==> config.mk <==
export PLATFORM = sky130hd
export DESIGN_NAME = alarm_field_matcher
export DESIGN_NICKNAME = d
export VERILOG_FILES = /design/src/rtl/alm_pkg.sv /design/src/rtl/alm_field_reg.sv /design/src/rtl/alm_match_cmp.sv /design/src/rtl/alm_event_gen.sv /design/src/rtl/alm_status_flag.sv /design/src/rtl/alarm_field_matcher.sv
export SDC_FILE = /design/constraint.sdc
export NUM_CORES = 1
export LEC_CHECK = 0
export ABC_AREA = 1
export BUFFER_PORTS_ARGS = -buffer_cell sky130_fd_sc_hd__buf_2
export CORE_ASPECT_RATIO = 1.2
export CORE_MARGIN = 5
export CORE_UTILIZATION = 30
export DETAILED_ROUTE_END_ITERATION = 6
export GPL_ROUTABILITY_DRIVEN = 0
export PLACE_DENSITY = 0.59
export SYNTH_ARGS = -nofsm -noshare
export SYNTH_HDL_FRONTEND = slang
export SYNTH_HIERARCHICAL = 1
export SYNTH_SLANG_ARGS = --single-unit
==> constraint.sdc <==
create_clock -name clk -period 1.4 [get_ports clk]
set_clock_uncertainty 0.2 [all_clocks]
set_input_delay 0 -clock clk [delete_from_list [all_inputs] [get_ports clk]]
set_output_delay 0 -clock clk [all_outputs]
set_load 0.02 [all_outputs]
==> src/rtl/alm_pkg.sv <==
package alm_pkg;
  localparam int NUM_FIELDS = 6;
  localparam int DATA_W     = 8;
  localparam int VAL_W      = DATA_W - 1;
  localparam int SEL_W      = 3;

  typedef enum logic [SEL_W-1:0] {
    FLD_SEC   = 3'd0,
    FLD_MIN   = 3'd1,
    FLD_HOUR  = 3'd2,
    FLD_DATE  = 3'd3,
    FLD_MONTH = 3'd4,
    FLD_WDAY  = 3'd5
  } field_e;

  // number of meaningful BCD value bits per field
  function automatic int field_width(input int idx);
    case (idx)
      0, 1:    return 7;
      2, 3:    return 6;
      4:       return 5;
      5:       return 3;
      default: return 0;
    endcase
  endfunction

  function automatic logic [VAL_W-1:0] value_mask(input int idx);
    logic [VAL_W-1:0] m;
    m = '0;
    for (int b = 0; b < VAL_W; b++) begin
      if (b < field_width(idx)) m[b] = 1'b1;
    end
    return m;
  endfunction

  // a disabled field always counts as a hit
  function automatic logic field_hit(input logic en,
                                     input logic [VAL_W-1:0] target,
                                     input logic [VAL_W-1:0] live,
                                     input logic [VAL_W-1:0] mask);
    return !en || ((target & mask) == (live & mask));
  endfunction
endpackage

==> src/rtl/alm_field_reg.sv <==
module alm_field_reg
  import alm_pkg::*;
#(
  parameter int IDX = 0
) (
  input  logic              clk,
  input  logic              rst_n,
  input  logic              wr_stb,
  input  logic [DATA_W-1:0] wr_data,
  output logic              en_o,
  output logic [VAL_W-1:0]  val_o
);
  localparam logic [VAL_W-1:0] MASK = value_mask(IDX);

  always_ff @(posedge clk or negedge rst_n) begin
    if (!rst_n) begin
      en_o  <= 1'b0;
      val_o <= '0;
    end else if (wr_stb) begin
      en_o  <= wr_data[DATA_W-1];
      val_o <= wr_data[VAL_W-1:0] & MASK;
    end
  end
endmodule

==> src/rtl/alm_match_cmp.sv <==
module alm_match_cmp
  import alm_pkg::*;
(
  input  logic [NUM_FIELDS-1:0]            en_i,
  input  logic [NUM_FIELDS-1:0][VAL_W-1:0] target_i,
  input  logic [NUM_FIELDS-1:0][VAL_W-1:0] live_i,
  output logic [NUM_FIELDS-1:0]            hit_o,
  output logic                             all_hit_o,
  output logic                             any_en_o
);
  for (genvar g = 0; g < NUM_FIELDS; g++) begin : g_cmp
    assign hit_o[g] = field_hit(en_i[g], target_i[g], live_i[g], value_mask(g));
  end

  assign all_hit_o = &hit_o;
  assign any_en_o  = |en_i;
endmodule

==> src/rtl/alm_event_gen.sv <==
module alm_event_gen (
  input  logic clk,
  input  logic rst_n,
  input  logic tick_i,
  input  logic all_hit_i,
  input  logic any_en_i,
  output logic fire_o,
  output logic event_o
);
  assign fire_o = tick_i && any_en_i && all_hit_i;

  always_ff @(posedge clk or negedge rst_n) begin
    if (!rst_n) event_o <= 1'b0;
    else        event_o <= fire_o;
  end

  AST_EVENT_NEEDS_TICK: assert property (@(posedge clk) disable iff (!rst_n)
    event_o |-> $past(tick_i));
  AST_EVENT_NEEDS_ENABLE: assert property (@(posedge clk) disable iff (!rst_n)
    event_o |-> $past(any_en_i));
  AST_EVENT_MATCHED: assert property (@(posedge clk) disable iff (!rst_n)
    event_o |-> $past(all_hit_i));
endmodule

==> src/rtl/alm_status_flag.sv <==
module alm_status_flag (
  input  logic clk,
  input  logic rst_n,
  input  logic set_i,
  input  logic clr_i,
  input  logic ie_i,
  output logic flag_o,
  output logic irq_o
);
  always_ff @(posedge clk or negedge rst_n) begin
    if (!rst_n)     flag_o <= 1'b0;
    else if (set_i) flag_o <= 1'b1;
    else if (clr_i) flag_o <= 1'b0;
  end

  assign irq_o = flag_o & ie_i;

  AST_FLAG_HOLDS: assert property (@(posedge clk) disable iff (!rst_n)
    flag_o && !clr_i |=> flag_o);
  AST_FLAG_CLEARS: assert property (@(posedge clk) disable iff (!rst_n)
    clr_i && !set_i |=> !flag_o);
  AST_SET_WINS: assert property (@(posedge clk) disable iff (!rst_n)
    set_i |=> flag_o);
endmodule

==> src/rtl/alarm_field_matcher.sv <==
module alarm_field_matcher
  import alm_pkg::*;
(
  input  logic              clk,
  input  logic              rst_n,
  input  logic              wr_en,
  input  logic [SEL_W-1:0]  wr_sel,
  input  logic [DATA_W-1:0] wr_data,
  input  logic [SEL_W-1:0]  rd_sel,
  output logic [DATA_W-1:0] rd_data,
  input  logic [6:0]        cur_sec,
  input  logic [6:0]        cur_min,
  input  logic [5:0]        cur_hour,
  input  logic [5:0]        cur_date,
  input  logic [4:0]        cur_month,
  input  logic [2:0]        cur_wday,
  input  logic              sec_tick,
  input  logic              alarm_ie,
  input  logic              flag_clr,
  output logic              alarm_event,
  output logic              alarm_flag,
  output logic              alarm_irq
);
  logic [NUM_FIELDS-1:0]            wr_stb;
  logic [NUM_FIELDS-1:0]            fld_en;
  logic [NUM_FIELDS-1:0][VAL_W-1:0] fld_val;
  logic [NUM_FIELDS-1:0][VAL_W-1:0] live_val;
  logic [NUM_FIELDS-1:0]            fld_hit;
  logic                             all_hit;
  logic                             any_en;
  logic                             fire_now;

  assign live_val[FLD_SEC]   = VAL_W'(cur_sec);
  assign live_val[FLD_MIN]   = VAL_W'(cur_min);
  assign live_val[FLD_HOUR]  = VAL_W'(cur_hour);
  assign live_val[FLD_DATE]  = VAL_W'(cur_date);
  assign live_val[FLD_MONTH] = VAL_W'(cur_month);
  assign live_val[FLD_WDAY]  = VAL_W'(cur_wday);

  for (genvar g = 0; g < NUM_FIELDS; g++) begin : g_reg
    assign wr_stb[g] = wr_en && (wr_sel == SEL_W'(g));
    alm_field_reg #(.IDX(g)) u_reg (
      .clk    (clk),
      .rst_n  (rst_n),
      .wr_stb (wr_stb[g]),
      .wr_data(wr_data),
      .en_o   (fld_en[g]),
      .val_o  (fld_val[g])
    );
  end

  always_comb begin
    rd_data = '0;
    for (int i = 0; i < NUM_FIELDS; i++) begin
      if (rd_sel == SEL_W'(i)) rd_data = {fld_en[i], fld_val[i]};
    end
  end

  alm_match_cmp u_cmp (
    .en_i     (fld_en),
    .target_i (fld_val),
    .live_i   (live_val),
    .hit_o    (fld_hit),
    .all_hit_o(all_hit),
    .any_en_o (any_en)
  );

  alm_event_gen u_evt (
    .clk      (clk),
    .rst_n    (rst_n),
    .tick_i   (sec_tick),
    .all_hit_i(all_hit),
    .any_en_i (any_en),
    .fire_o   (fire_now),
    .event_o  (alarm_event)
  );

  alm_status_flag u_flag (
    .clk   (clk),
    .rst_n (rst_n),
    .set_i (fire_now),
    .clr_i (flag_clr),
    .ie_i  (alarm_ie),
    .flag_o(alarm_flag),
    .irq_o (alarm_irq)
  );

  AST_EVENT_SETS_FLAG: assert property (@(posedge clk) disable iff (!rst_n)
    alarm_event |-> alarm_flag);
  AST_IRQ_MASKED: assert property (@(posedge clk) disable iff (!rst_n)
    !alarm_ie |-> !alarm_irq);
  AST_UNUSED_SEL_READS_ZERO: assert property (@(posedge clk) disable iff (!rst_n)
    (rd_sel >= SEL_W'(NUM_FIELDS)) |-> (rd_data == '0));
endmodule

## Word level (Yosys, flattened, before mapping)

Cells that the tools add are included.

- Bits in registers: 42
- Bits of input ports: 54
- Output and inout port bits: 11
- Word-level logic and storage cells: 64

- Equality and inequality tests: 16
- Mux-type cells: 8
- Bitwise gates (word level): 1
- Reduce and logical (&&, ||, !) cells: 25

Operator list:

| operator | number |
|---|---|
| $mux 8 | 6 |
| $eq 7x7->1 | 2 |
| $eq 3x2->1 const B | 4 |
| $eq 3x3->1 const B | 4 |
| $eq 6x6->1 | 2 |
| $logic_and 1x1->1 | 8 |
| $eq 3x1->1 const B | 2 |
| $logic_not 1->1 | 6 |
| $logic_not 3->1 | 2 |
| $logic_or 1x1->1 | 6 |
| $reduce_and 6->1 | 1 |
| $reduce_or 6->1 | 1 |
| $eq 5x5->1 | 1 |
| $eq 3x3->1 | 1 |
| $mux 1 | 2 |
| $reduce_bool 2->1 | 1 |
| $and 1x1->1 | 1 |

## Logic depth before layout (Yosys ltp)

Gate-level depths: netlist of run 1.

- Word-level depth: 7
- Depth in mapped cells: 13
- Gate-level depth less buffers: 13

## Hierarchy

Netlist of run 1, hierarchy kept.

Modules (own cells, without submodules):

| module | instances | cells each | area each (um^2) | seq. area each (um^2) |
|---|---|---|---|---|
| alm_match_cmp | 1 | 165 | 689.4 | 0.0 |
| alm_field_reg at g_reg[0].u_reg ... | 2 | 34 | 305.3 | 200.2 |
| alm_field_reg at g_reg[2].u_reg ... | 2 | 32 | 280.3 | 175.2 |
| alarm_field_matcher | 1 | 105 | 479.2 | 0.0 |
| alm_field_reg at g_reg[4].u_reg | 1 | 28 | 240.2 | 150.1 |
| alm_field_reg at g_reg[5].u_reg | 1 | 22 | 182.7 | 100.1 |
| alm_status_flag | 1 | 7 | 47.5 | 25.0 |
| alm_event_gen | 1 | 4 | 38.8 | 25.0 |

## Worst setup path after synthesis of run 1

No wires, ideal clock.

- Path type: reg2reg
- Start: register g_reg[4].u_reg.val_o[2]
- End: register u_flag.flag_o
- Setup time: 65 ps
- Arrival time: 1,151 ps
- Required time: 1,135 ps
- Setup slack: -16 ps
- Stages on the path, launching flop included: 12
- Buffers on the path: 0
- Clock period less this slack: 1,416 ps
- Cell sequence: dfrtp_1 nand2_1 nand2_1 nor2_1 nand3_1 nand2_2 nand2_2 nor3_2 inv_1 nor2_2 inv_1 nand2_1

- Longest elaborated chain between the ends: 5
- Elaborated cells between the ends (all ways): 6
- Those cells by class: eq/ne (1); mux (1); reduce/logical (4)

Ends and longest elaborated chain:

| what | line | text |
|---|---|---|
| start: declaration | alm_field_reg.sv:11 | `output logic [VAL_W-1:0] val_o` |
| start signal: assignment | alm_field_reg.sv:21 | `val_o <= wr_data[VAL_W-1:0] & MASK;` |
| $eq 5x5->1 (*) | alm_pkg.sv:41 | `return !en \|\| ((target & mask) == (live & mask));` |
| $logic_or 1x1->1 (*) | alm_pkg.sv:41 |  |
| named net fld_hit[4] | alarm_field_matcher.sv:28 | `logic [NUM_FIELDS-1:0] fld_hit;` |
| $reduce_and 6->1 (*) | alm_match_cmp.sv:15 | `assign all_hit_o = &hit_o;` |
| named net all_hit | alarm_field_matcher.sv:29 | `logic all_hit;` |
| $logic_and 1x1->1 (*) | alm_event_gen.sv:10 | `assign fire_o = tick_i && any_en_i && all_hit_i;` |
| named net fire_now | alarm_field_matcher.sv:31 | `logic fire_now;` |
| $mux 1 or $reduce_bool 2->1 (tied branches) | n/a |  |
| end signal: assignment | alm_status_flag.sv:11 | `if (!rst_n) flag_o <= 1'b0;` |
| end signal: assignment | alm_status_flag.sv:12 | `else if (set_i) flag_o <= 1'b1;` |
| end signal: assignment | alm_status_flag.sv:13 | `else if (clr_i) flag_o <= 1'b0;` |
| end: declaration | alm_status_flag.sv:7 | `output logic flag_o,` |

Mark *: on every way through the listed nets, which the timed path passes. The rest lies on a longest branch.
A chain may end at the register's enable or synchronous reset.

## Final worst setup path of run 1

- Start: register g_reg[1].u_reg.val_o[1]
- End: output rd_data[1]

- Longest elaborated chain between the ends: 5

Ends and longest elaborated chain:

| what | line | text |
|---|---|---|
| start: declaration | alm_field_reg.sv:11 |  |
| start signal: assignment | alm_field_reg.sv:21 |  |
| $mux 8 (5 in series) | alarm_field_matcher.sv:55 | `if (rd_sel == SEL_W'(i)) rd_data = {fld_en[i], fld_val[i]};` |
| end: declaration | alarm_field_matcher.sv:10 | `output logic [DATA_W-1:0] rd_data,` |

Every way passes these cells.

==> results.cfg, run 1 <==
[logic_synthesis]
synthCells = 462
synth_warnings = 6
postSynthAreaPerCell_um2 = 6.16
syn_area_um2 = 2850

[clocking]
cts.reportedPaths.clkPinSlew_ns = 0.06
root_buffer = clkbuf_16
cts_tree = yes
cts_inserted_buffers = 5
clock_path_buffers = 2
cts.sinks = 42
h-tree-depth = 2
clk_latency_ns = 0.29

[grt]
antenna_found_initial = 0
grt_pass1_vias = 2806
grt_max_degree = 30
grt_first_pass_wirelength_um = 13400
overflow = 0
grtUsageTotal = 0.147

[die]
core_um2 = 9420
dieWidth_um = 98.9
dieArea_um2 = 11500
start_util = 0.302
io_pins = 65
fp.dieH_um = 117
row_count = 39

[sta]
timing.setup.tns_ns = -1.58
clock.fmax_mhz = 621
timing.hold.ws_ns = -0.0440
rsz0062_at_grt = yes
finalSetupViolCount = 10
finalCriticalPeriod_ns = 1.61
slew_violations = 0
period_share = 1.15
final_hold_viol_count = 14
fin_ws_ns = -0.211

[worst_setup_path]
path_delay_family = simple AND/OR/NAND/NOR gates
path_max_fanout = 3
critPathBufInv = 2
start_kind = register
crit_required_ns = 1.20
critical_path.slowest_cell = dfrtp_1
crit_chain = buf_6 -> nand4_1 -> nand2_2 -> nor2_4 -> nand4_1 -> buf_6
setup.worst_path.class = reg2out
cp.arrival_ns = 1.41
max_stage_delay_ns = 0.40
end_kind = output pin

[routing]
drc = 0
wl_per_cell_um = 11.8
ant_nets = 0
vias = 3025
drtPass1Iterations = 4
drt_wl_total_um = 8440
drtIter0Drc = 177
vias_per_cell = 4.24

[final_layout]
final_cells = 713
n_antenna_cell = 0
area_growth_pct = 40.9
drive_above_1_share = 0.249
final_area_um2 = 4010
fin_nets = 643

[place]
numPortBuffers = 64
place_inst = 683
dp_hpwl_um = 6520
dpl_worst_slack_ns = -0.193
post_dp_cell_area_um2 = 3560

[hold_path]
hp-class = in2reg

[power]
p_leak_uw = 0.00236
irDropWorstVdd_uv = 586
powerDensity_nw_per_um2 = 1140

[status]
status = complete, but fails checks
violations = negative hold slack, negative setup slack

[flow_run]
drv_cap = 0
-- per-stage QoR --
step / util / power (uW)
after global placement: 0.378 / 2940
after detailed placement: 0.378 / 2970
after floorplan: - / 2330
final: 0.426 / 4570
after CTS: 0.418 / 4580
after global routing: 0.426 / 4870
-- where the power goes --
group	internal, uW	leakage [uW]	switching (uW)	total, uW
clock	1020	0.0000940	480	1500
combinational	709	0.00173	734	1440
sequential	1440	0.000530	181	1620
-- worst reg2reg max path, cell delays in order (launching register included) --
cell and delay [ns]:
dfrtp_1 0.40, nor2_1 0.10, nor2_1 0.05, nor2_1 0.13, nand3_1 0.12, nand2_2 0.08
nand2_2 0.06, nor3_2 0.16, inv_1 0.06, nor2_2 0.09, inv_1 0.04, nand2_1 0.05
-- registers in the layout, indices dropped and copies added, names as in the netlist --
name,flops
u_flag/flag_o,1
g.u_reg/en_o,6
g.u_reg/val_o,34
u_evt/event_o,1
-- metal layers --
| metal | global-route usage | part of all wire | up-vias |
|---|---|---|---|
| met5 | 0 | 0 | - |
| met4 | 0.0574 | 0.026 | 0 |
| met3 | 0.0203 | 0.056 | 14 |
| met2 | 0.257 | 0.49 | 74 |
| met1 | 0.183 | 0.42 | 1330 |
| li1 | - | - | 1607 |
-- cells in the final DEF, fill, tap and decap left out --
cell type,count
nand4_1,16
inv_2,8
dlygate4sd3_1,14
buf_12,2
nor3_1,2
nor2_1,38
bufinv_16,2
nor3_4,1
xnor2_1,8
buf_6,3
conb_1,8
clkbuf_16,5
nor3_2,3
inv_1,63
xor2_1,1
buf_4,50
o21ai_2,1
nand3_1,14
nor4_1,1
nand2_1,236
clkinv_4,1
nand2_2,4
nor2_4,1
buf_2,61
nand3_2,1
nor2_2,4
dfrtp_1,42
-- area by class of cell --
cell class	count	area (um^2)
tap	123	154
timing repair buffer	130	895
fill	999	5410
sequential	42	1050
clock buffer	5	125
multi-input combinational	339	1450
clock inverter	3	68.8
inverter	71	267
-- worst paths after layout --
path / startpoint / to / slack (ns) / cells after the start
max in group asynchronous: rst_n / g_reg[2].u_reg/val_o[3]$_DFFE_PN0P_ / 0.56 / 3
min in group asynchronous: rst_n / g_reg[1].u_reg/val_o[0]$_DFFE_PN0P_ / -0.03 / 2
min reg2reg: u_flag/flag_o$_DFFE_PN0P_ / u_flag/flag_o$_DFFE_PN0P_ / 0.30 / 2
max reg2reg: g_reg[4].u_reg/val_o[0]$_DFFE_PN0P_ / u_flag/flag_o$_DFFE_PN0P_ / -0.20 / 11
min: wr_sel[2] / g_reg[1].u_reg/en_o$_DFFE_PN0P_ / -0.04 / 6
max: g_reg[1].u_reg/val_o[1]$_DFFE_PN0P_ / rd_data[1] / -0.21 / 6
-- what timing repair did --
item / CTS / global route
pin swaps: 6 / 12
endpoints found under the hold margin: 84 / 0
hold buffers: 14 / 0
setup buffers: 4 / 4
setup endpoints to repair: 10 / 14
gates resized for setup: 5 / 8
(Power assumes the default switching activity.)
==> run 2: changes to the inputs <==
--- a/config.mk
+++ b/config.mk
@@ -6,13 +6,13 @@
 export NUM_CORES = 1
 export LEC_CHECK = 0
 export ABC_AREA = 1
-export BUFFER_PORTS_ARGS = -buffer_cell sky130_fd_sc_hd__buf_2
 export CORE_ASPECT_RATIO = 1.2
 export CORE_MARGIN = 5
 export CORE_UTILIZATION = 30
 export DETAILED_ROUTE_END_ITERATION = 6
+export DONT_BUFFER_PORTS = 1
 export GPL_ROUTABILITY_DRIVEN = 0
-export PLACE_DENSITY = 0.59
+export PLACE_DENSITY = 0.53
 export SYNTH_ARGS = -nofsm -noshare
 export SYNTH_HDL_FRONTEND = slang
 export SYNTH_HIERARCHICAL = 1
==> run 2 against run 1 <==
Net effect:
- the run still ends with negative hold slack, negative setup slack left
- core utilization fell by 2.3 points
- via count fell by 5.9%
- non-clock buffer count fell by 58
- clock power fell by 16%
- combinational power fell by 7%
- global-route usage rose by 0.42 points
- wire length rose by 1.7%
- sequential power barely moved
- hold slack got worse by 0.0038 ns
- setup slack improved by 0.022 ns
- largest cell class unchanged
- highest routed layer unchanged
==> results.cfg, run 2 (synthesized netlist as in run 1, its figures left out) <==
[clocking]
clk_latency_ns = 0.28
cts_inserted_buffers = 5
cts_hold_buf = 27
cts.reportedPaths.clkPinSlew_ns = 0.06
clock_path_buffers = 2
cts_tree = yes
cts.sinks = 42
root_buffer = clkbuf_16
h-tree-depth = 2

[sta]
clock.fmax_mhz = 629
slew_violations = 0
period_share = 1.13
fin_ws_ns = -0.189
final_hold_viol_count = 1
timing.hold.ws_ns = -0.0478
tightest_slew_ns = 0.607
finalCriticalPeriod_ns = 1.59
rsz0062_at_grt = yes
finalSetupViolCount = 10
slew_headroom = 0.593

[final_layout]
top_regs = g.u_reg/val_o (34), g.u_reg/en_o (6)
final_area_um2 = 3790
final_common_cell = nand2_1
area_growth_pct = 33.2
final_cells = 656
final_util = 0.403
mostFrequentLayoutCells = nand2_1 (232), inv_1 (63), dfrtp_1 (42), buf_4 (35), nor2_1 (33)
max_flop_register = g.u_reg/val_o
fin_nets = 585
largest_reg_flops = 34
drive_above_1_share = 0.167

[routing]
drtPass1Iterations = 4
drt_wl_total_um = 8580
ant_nets = 0
vias = 2846
drc = 0
vias_per_cell = 4.34
drtIter0Drc = 137
wl_per_cell_um = 13.1

[power]
total_power_uw = 4230
irDropWorstVdd_uv = 473
p_leak_uw = 0.00213
powerDensity_nw_per_um2 = 1120

[grt]
antenna_found_initial = 1
grt_max_degree = 43
grt_first_pass_wirelength_um = 13700
grtUsageTotal = 0.151
overflow = 0
grt_pass1_vias = 2766

[worst_setup_path]
path_delay_family = simple AND/OR/NAND/NOR gates
setup.worst_path.class = reg2out
critical_path.slowest_cell = dfrtp_1
crit_required_ns = 1.20
start_kind = register
cp.arrival_ns = 1.39
max_stage_delay_ns = 0.40
critPathBufInv = 1
path_max_fanout = 3
crit_top_cell = nand4_1
crit_chain = buf_6 -> nand4_1 -> nand2_2 -> nor2_2 -> nand4_1
end_kind = output pin

[die]
dieArea_um2 = 11500
start_util = 0.302
io_pins = 65
row_count = 39
core_um2 = 9420
fp.dieH_um = 117
dieWidth_um = 98.9

[place]
dp_hpwl_um = 6480
place_inst = 615
numPortBuffers = 0
post_dp_cell_area_um2 = 3200

[status]
violations = negative hold slack, negative setup slack
status = complete, but fails checks

[hold_path]
hp-class = in2reg

[flow_run]
drv_cap = 0
-- run 2: changes by cell type in the layout (fill, tap and decap cells not counted), moves of 4 or more --
cell           previous run  this run
buf_2                    61         0
buf_4                    50        35
dlygate4sd3_1            14        24
buf_6                     3        10
nor2_2                    4        10
nor2_1                   38        33
nand2_1                 236       232
nand2_2                   4         8
-- run 2: worst paths after layout --
kind / start / endpoint / slack [ns] / cells after the start
hold / removal: cur_sec[6] / u_evt/event_o$_DFF_PN0_ / -0.05 / 7
hold reg to reg: g_reg[4].u_reg/en_o$_DFFE_PN0P_ / g_reg[4].u_reg/en_o$_DFFE_PN0P_ / 0.34 / 2
setup reg to reg: g_reg[1].u_reg/val_o[0]$_DFFE_PN0P_ / u_flag/flag_o$_DFFE_PN0P_ / -0.17 / 13
min in group asynchronous: rst_n / g_reg[0].u_reg/val_o[6]$_DFFE_PN0P_ / 0.03 / 2
max in group asynchronous: rst_n / g_reg[3].u_reg/val_o[5]$_DFFE_PN0P_ / 0.77 / 2
setup / recovery: g_reg[1].u_reg/val_o[0]$_DFFE_PN0P_ / rd_data[0] / -0.19 / 5
-- run 2: timing repair --
action,in CTS,in global routing
pin swaps,10,16
setup buffers,5,0
endpoints found under the setup margin,10,17
endpoints found under the hold margin,85,1
resized for setup,17,13
-- run 2: worst register-to-register path, delay by kind of cell (launching register included) --
kind                   cells  cell delay, ns
and+or+nand+nor           10            0.74
DFF                        1            0.40
buffers and inverters      3            0.18
-- run 2: cell type report --
| cell class | count | area [um^2] |
|---|---|---|
| diodes | 1 | 2.50 |
| well taps | 123 | 154 |
| flip-flops and latches | 42 | 1050 |
| multi-input cells | 339 | 1480 |
| fillers | 1003 | 5630 |
| clock buffers | 8 | 166 |
| inverters | 71 | 267 |
| repair buffers | 72 | 668 |
-- run 2: per-stage QoR --
stage	TNS, ns	worst slack [ns]
after floorplan	-0.0160	-0.0160
after global placement	-0.310	-0.197
after detailed placement	-0.354	-0.220
after CTS	-1.54	-0.220
after global routing	-2.25	-0.350
final	-1.31	-0.189
-- run 2: power breakdown --
group	leakage [uW]	internal [uW]	switching [uW]
logic	0.00152	647	690
clock network	0.0000832	807	453
registers	0.000530	1440	196
total	0.00213	2900	1340
-- run 2: metal layers --
layer | vias up | wire length (um) | track usage
li1 | 1495 | - | -
met1 | 1274 | 3680 | 0.182
met2 | 67 | 4210 | 0.260
met3 | 10 | 505 | 0.0388
met4 | 0 | 185 | 0.0556
met5 | - | 0 | 0
